<file path="config.mk">
export PLATFORM = sky130hd
export DESIGN_NAME = period_countdown
export DESIGN_NICKNAME = d
export VERILOG_FILES = /design/src/rtl/pcd_pkg.sv /design/src/rtl/pcd_ctrl.sv /design/src/rtl/pcd_count.sv /design/src/rtl/pcd_tc.sv /design/src/rtl/period_countdown.sv
export SDC_FILE = /design/constraint.sdc
export NUM_CORES = 1
export LEC_CHECK = 0
export BUFFER_PORTS_ARGS = -buffer_cell sky130_fd_sc_hd__clkbuf_2
export CAP_MARGIN = 20
export CORE_UTILIZATION = 40
export DETAILED_ROUTE_END_ITERATION = 10
export PLACE_DENSITY = 0.62
export SLEW_MARGIN = 40
export SYNTH_ARGS = -nofsm -noshare
export SYNTH_HDL_FRONTEND = slang
export SYNTH_SLANG_ARGS = --single-unit
export TNS_END_PERCENT = 50
</file>
<file path="constraint.sdc">
create_clock -name clk -period 1.5 [get_ports clk]
set_input_delay 0.225 -clock clk [delete_from_list [all_inputs] [get_ports clk]]
set_output_delay 0.225 -clock clk [all_outputs]
set_load 0.05 [all_outputs]
</file>
<file path="src/rtl/pcd_pkg.sv">
package pcd_pkg;
  localparam int unsigned CNT_W = 7;

  typedef enum logic [1:0] {
    ACT_HOLD = 2'd0,
    ACT_LOAD = 2'd1,
    ACT_DEC  = 2'd2
  } cnt_act_e;
endpackage

</file>
<file path="src/rtl/pcd_ctrl.sv">
module pcd_ctrl
  import pcd_pkg::*;
#(
  parameter bit USE_HW_EN = 1'b1,
  parameter bit USE_HW_LD = 1'b1
) (
  input  logic     clk,
  input  logic     rst_n,
  input  logic     start_wr_i,
  input  logic     start_wdata_i,
  input  logic     hw_en_i,
  input  logic     hw_ld_i,
  input  logic     cnt_zero_i,
  output cnt_act_e act_o,
  output logic     tc_set_o,
  output logic     en_eff_o,
  output logic     ld_eff_o,
  output logic     start_q_o,
  output logic     primed_q_o
);
  logic start_q, start_d;
  logic primed_q, primed_d;
  logic en_hw, ld_hw;

  generate
    if (USE_HW_EN) begin : g_en_routed
      assign en_hw = hw_en_i;
    end else begin : g_en_fixed
      logic unused_en;
      assign unused_en = hw_en_i;
      assign en_hw = 1'b1;
    end
    if (USE_HW_LD) begin : g_ld_routed
      assign ld_hw = hw_ld_i;
    end else begin : g_ld_fixed
      logic unused_ld;
      assign unused_ld = hw_ld_i;
      assign ld_hw = 1'b0;
    end
  endgenerate

  assign en_eff_o = start_q & en_hw;
  assign ld_eff_o = ld_hw;

  // next-state logic
  always_comb begin
    start_d  = start_wr_i ? start_wdata_i : start_q;
    primed_d = primed_q;
    if (!start_q)      primed_d = 1'b0;
    else if (en_eff_o) primed_d = 1'b1;
  end

  always_comb begin
    act_o = ACT_HOLD;
    if (en_eff_o) begin
      if (!primed_q || ld_hw || cnt_zero_i) act_o = ACT_LOAD;
      else                                  act_o = ACT_DEC;
    end
  end

  assign tc_set_o = en_eff_o & primed_q & cnt_zero_i & ~ld_hw;

  // registers
  always_ff @(posedge clk or negedge rst_n) begin
    if (!rst_n) begin
      start_q  <= 1'b0;
      primed_q <= 1'b0;
    end else begin
      start_q  <= start_d;
      primed_q <= primed_d;
    end
  end

  assign start_q_o  = start_q;
  assign primed_q_o = primed_q;
endmodule

</file>
<file path="src/rtl/pcd_count.sv">
module pcd_count
  import pcd_pkg::*;
#(
  parameter int unsigned WIDTH    = CNT_W,
  parameter int unsigned INIT_VAL = 0
) (
  input  logic             clk,
  input  logic             rst_n,
  input  cnt_act_e         act_i,
  input  logic [WIDTH-1:0] period_i,
  output logic [WIDTH-1:0] count_o,
  output logic             zero_o
);
  localparam logic [WIDTH-1:0] INIT_CNT = WIDTH'(INIT_VAL);

  logic [WIDTH-1:0] cnt_q, cnt_d;
  logic             cnt_en;

  assign cnt_en = (act_i != ACT_HOLD);

  always_comb begin
    unique case (act_i)
      ACT_LOAD: cnt_d = period_i;
      ACT_DEC:  cnt_d = cnt_q - 1'b1;
      default:  cnt_d = cnt_q;
    endcase
  end

  always_ff @(posedge clk or negedge rst_n) begin
    if (!rst_n)      cnt_q <= INIT_CNT;
    else if (cnt_en) cnt_q <= cnt_d;
  end

  assign count_o = cnt_q;
  assign zero_o  = (cnt_q == '0);
endmodule

</file>
<file path="src/rtl/pcd_tc.sv">
module pcd_tc (
  input  logic clk,
  input  logic rst_n,
  input  logic tc_set_i,
  output logic tc_o
);
  logic tc_q, tc_d;

  assign tc_d = tc_set_i;

  always_ff @(posedge clk or negedge rst_n) begin
    if (!rst_n) tc_q <= 1'b0;
    else        tc_q <= tc_d;
  end

  assign tc_o = tc_q;
endmodule

</file>
<file path="src/rtl/period_countdown.sv">
module period_countdown
  import pcd_pkg::*;
#(
  parameter int unsigned WIDTH     = CNT_W,
  parameter int unsigned INIT_VAL  = 0,
  parameter bit          USE_HW_EN = 1'b1,
  parameter bit          USE_HW_LD = 1'b1
) (
  input  logic             clk,
  input  logic             rst_n,
  input  logic             start_wr_i,
  input  logic             start_wdata_i,
  input  logic [WIDTH-1:0] period_i,
  input  logic             hw_en_i,
  input  logic             hw_ld_i,
  output logic [WIDTH-1:0] count_o,
  output logic             tc_o
);
  cnt_act_e act;
  logic     cnt_zero, tc_set;
  logic     en_eff, ld_eff, start_q, primed_q;

  pcd_ctrl #(.USE_HW_EN(USE_HW_EN), .USE_HW_LD(USE_HW_LD)) u_ctrl (
    .clk          (clk),
    .rst_n        (rst_n),
    .start_wr_i   (start_wr_i),
    .start_wdata_i(start_wdata_i),
    .hw_en_i      (hw_en_i),
    .hw_ld_i      (hw_ld_i),
    .cnt_zero_i   (cnt_zero),
    .act_o        (act),
    .tc_set_o     (tc_set),
    .en_eff_o     (en_eff),
    .ld_eff_o     (ld_eff),
    .start_q_o    (start_q),
    .primed_q_o   (primed_q)
  );

  pcd_count #(.WIDTH(WIDTH), .INIT_VAL(INIT_VAL)) u_count (
    .clk     (clk),
    .rst_n   (rst_n),
    .act_i   (act),
    .period_i(period_i),
    .count_o (count_o),
    .zero_o  (cnt_zero)
  );

  pcd_tc u_tc (
    .clk     (clk),
    .rst_n   (rst_n),
    .tc_set_i(tc_set),
    .tc_o    (tc_o)
  );
endmodule

</file>
==> impl_metrics.xml <==
<?xml version="1.0" encoding="UTF-8"?>
<metrics>
  <group name="finish">
    <metric name="final_net_count" unit="">108</metric>
    <metric name="area_growth_syn_to_layout" unit="%">44.1</metric>
    <metric name="final_core_util" unit="%">64.2</metric>
    <metric name="num-fill-cells" unit="">113</metric>
    <metric name="final_cell_count_no_fill" unit="">107</metric>
    <metric name="final-seq-area" unit="um2">254</metric>
    <metric name="post_layout_instance_area" unit="um2">867</metric>
    <metric name="multi_input_comb_area" unit="um2">378</metric>
    <metric name="antenna_cells" unit="">0</metric>
    <metric name="drive_gt1_share" unit="%">56.5</metric>
  </group>
  <group name="synth">
    <metric name="yosysWarningCount" unit="">0</metric>
    <metric name="ys_types" unit="">27</metric>
    <metric name="mappedNetlistNets" unit="">76</metric>
    <metric name="synth-seq-cells" unit="">10</metric>
    <metric name="synth-edff-count" unit="">0</metric>
    <metric name="synth_top_area_share" unit="%">41.6</metric>
    <metric name="async_reset_ff_share" unit="%">100</metric>
    <metric name="most_instantiated_library_cell_after_synthesis" unit="">dfrtp_1</metric>
    <metric name="ys_dominant_reg_cell" unit="">dfrtp_1</metric>
    <metric name="netlist.top_cell.by_area" unit="">dfrtp_1</metric>
    <metric name="synthesis.area" unit="um2">602</metric>
    <metric name="synthesis.instances" unit="">61</metric>
    <metric name="synth-seq-area-share" unit="%">41.6</metric>
    <metric name="synth.top_cells.by_count" unit="">dfrtp_1 (10), nand2_1 (5)</metric>
    <metric name="synthesis.area_per_instance" unit="um2">9.87</metric>
    <metric name="synth_area_leaders" unit="">dfrtp_1 (42%), a22oi_2 (4.2%), ha_1 (4.2%)</metric>
  </group>
  <group name="setup_path">
    <metric name="worstSetupStartpoint" unit="">u_count.count_o[1]</metric>
    <metric name="crit_path_max_fanout" unit="">8</metric>
    <metric name="rrSetupSlack" unit="ns">0.008</metric>
    <metric name="setup.worst_path.class" unit="">reg -&gt; reg</metric>
    <metric name="r2r_cells" unit="">6</metric>
    <metric name="critical_path.reg2reg.startpoint" unit="">u_count.count_o[1]</metric>
    <metric name="worst-endpoint-required" unit="ns">1.65</metric>
    <metric name="startpoint_type" unit="">flip-flop</metric>
    <metric name="reg2reg_to" unit="">u_count.count_o[0]</metric>
    <metric name="setup.worst_path.end_class" unit="">flip-flop</metric>
    <metric name="timing.critical_path.arrival" unit="ns">1.64</metric>
  </group>
  <group name="timing">
    <metric name="post-route-period-util" unit="%">99.5</metric>
    <metric name="timing.final.max_slew_violations" unit="">0</metric>
    <metric name="hold_viol_final" unit="">0</metric>
    <metric name="setup_viol" unit="">0</metric>
    <metric name="slew_headroom" unit="%">70.7</metric>
    <metric name="timing.hold.ws" unit="ns">0.179</metric>
    <metric name="worst_clock_skew" unit="ns">0.00275</metric>
    <metric name="tightest_slew" unit="ns">0.438</metric>
    <metric name="final_period_minus_worst_setup_slack" unit="ns">1.49</metric>
    <metric name="grt_setup_unrepaired" unit="">true</metric>
    <metric name="fmax" unit="MHz">670</metric>
  </group>
  <group name="status">
    <metric name="run_status" unit="">complete, no violations</metric>
  </group>
  <group name="job">
    <metric name="maxCapViolations" unit="">0</metric>
  </group>
  <group name="clock_network">
    <metric name="cts.htree.levels" unit="">1</metric>
    <metric name="insertion_delay" unit="ns">0.27</metric>
    <metric name="num_cts_buffers" unit="">3</metric>
    <metric name="cts_tree" unit="">yes</metric>
    <metric name="ctsLongestPathBuffers" unit="">2</metric>
    <metric name="cell_chosen_for_the_clock_root" unit="">clkbuf_4</metric>
    <metric name="clock_sink_count" unit="">10</metric>
    <metric name="worst_setup_hold_path_clk_slew" unit="ns">0.07</metric>
  </group>
  <group name="drt">
    <metric name="wire_length_per_cell_after_detailed_routing" unit="um">13.6</metric>
    <metric name="ant_nets" unit="">0</metric>
    <metric name="routed_via_density" unit="">5.41</metric>
    <metric name="num_vias" unit="">579</metric>
    <metric name="drt_drc_violations_left" unit="">0</metric>
    <metric name="drt_first_iter_violations" unit="">8</metric>
    <metric name="1st_pass_router_iterations" unit="">4</metric>
    <metric name="route.final.wire_length" unit="um">1460</metric>
  </group>
  <group name="global_route">
    <metric name="grt.overflow.total" unit="">0</metric>
    <metric name="grt_pass1_vias" unit="">522</metric>
    <metric name="grt_pass1_wl" unit="um">2230</metric>
    <metric name="grt_antenna_before_repair" unit="">0</metric>
    <metric name="global_route.usage.total" unit="%">20.2</metric>
    <metric name="grt_max_degree" unit="">11</metric>
  </group>
  <group name="placed_design">
    <metric name="placed_cells" unit="">98</metric>
    <metric name="globalplace.congestion" unit="">0.732</metric>
    <metric name="sum_of_net_half_perimeters_after_detailed_placement" unit="um">1050</metric>
    <metric name="dpl-instance-area" unit="um2">751</metric>
    <metric name="port_buffers" unit="">20</metric>
  </group>
  <group name="min_path">
    <metric name="worstHoldPathType" unit="">in -&gt; reg</metric>
    <metric name="cell_count_of_the_worst_hold_path" unit="">3</metric>
    <metric name="timing.hold.worst_endpoint" unit="">u_count.count_o[1]</metric>
    <metric name="hold_path_startpoint" unit="">period_i[1]</metric>
  </group>
  <group name="die">
    <metric name="die_width" unit="um">40.8</metric>
    <metric name="die-area" unit="mm2">0.00166</metric>
    <metric name="start_util" unit="%">44.6</metric>
    <metric name="placementRows" unit="">13</metric>
    <metric name="die-height" unit="um">40.8</metric>
    <metric name="top_level_ports" unit="">21</metric>
    <metric name="design.core.area" unit="mm2">0.00135</metric>
  </group>
  <group name="power_and_ir_drop">
    <metric name="totalPowerFinal" unit="uW">1050</metric>
    <metric name="power.ir.vdd_worst" unit="mV">0.676</metric>
    <metric name="total_leakage_power" unit="uW">0.000394</metric>
    <metric name="power_density" unit="mW/mm2">1210</metric>
  </group>
</metrics>
worst max-delay path: stages, from the launching register on:
cell      delay [ns]
dfrtp_2         0.43
inv_4           0.08
ha_4            0.12
nor4b_4         0.30
a21boi_4        0.16
o211ai_1        0.20
o21ai_1         0.09
how the worst max path moves through the flow:
stage,to,slack (ns),depth (start not counted)
after floorplan,u_count.count_o[1],-0.02,6
after global placement,u_count.count_o[5],0.03,6
after detailed placement,u_count.count_o[4],-0.001,6
after CTS,u_count.count_o[4],0.0007,6
after global routing,u_count.count_o[0],-0.09,6
final,u_count.count_o[0],0.008,6
flip-flops by register name (all words and copies together), names as in the netlist:
register,count
u_count.count_o,7
u_ctrl.primed_q_o,1
u_ctrl.start_q_o,1
u_tc.tc_o,1
layer usage:
| metal | GRT usage (%) | vias to the layer above | routed length, um | share of wire, % |
|---|---|---|---|---|
| li1 | - | 285 | - | - |
| met1 | 27.1 | 280 | 677 | 47 |
| met2 | 33.2 | 14 | 728 | 50 |
| met3 | 3.26 | 0 | 48 | 3.3 |
| met4 | 5.00 | 0 | 0 | 0 |
| met5 | 0 | - | 0 | 0 |
report_power, final:
part | switching [uW] | internal, uW | total (uW)
registers | 65.9 | 320 | 385
clock network | 103 | 103 | 206
logic | 287 | 169 | 456
total | 455 | 592 | 1050
layout by cell type (no fill, tap or decap), drive strengths merged:
cell          n
o21a          2
clkbuf       24
nor3b         2
nor2          2
a21boi        1
and2          1
nor2b         1
dlygate4sd3   1
dfrtp        10
and3          1
o211ai        1
nor4b         1
buf           8
a21oi         3
nand4         2
a2bb2oi       2
and4b         1
mux2          1
nor3          1
o21ai         8
nand3         4
inv           4
a21bo         1
a22oi         3
ha            2
nand2         5
cell families (layout without fill, tap and decap cells):
family / count (synthesis) / count (layout) / share of synthesized area [%]
AOI/OAI and AO/OA: 21 / 21 / 25.8
DFF: 10 / 10 / 41.6
muxes: 1 / 1 / 1.87
adders and majority gates: 2 / 2 / 4.16
and+or+nand+nor: 21 / 21 / 22.2
buffers and inverters: 6 / 37 / 4.37
per-stage QoR:
| stage | setup TNS, ns | worst slack, ns |
|---|---|---|
| after detailed placement | -0.00149 | -0.00149 |
| after global routing | -0.381 | -0.0858 |
| after floorplan | -0.0944 | -0.0230 |
| final | 0 | 0.00809 |
| after CTS | 0 | 0.000705 |
| after global placement | 0 | 0.0258 |
area by class of cell:
type / count / area share, %
timing repair buffer: 29 / 19.6
tap: 15 / 2.16
multi-input combinational: 45 / 43.6
clock buffer: 4 / 3.03
sequential: 10 / 29.3
inverter: 4 / 2.31
timing repair:
action                                  in CTS  in global routing
resized for setup                            2                 11
buffers inserted                             3                  1
endpoints found under the hold margin       10                  0
endpoints found under the setup margin       1                  7
pin swaps                                    2                  6
hold buffers                                 1                  0
Power figures use the tool's default switching activity.
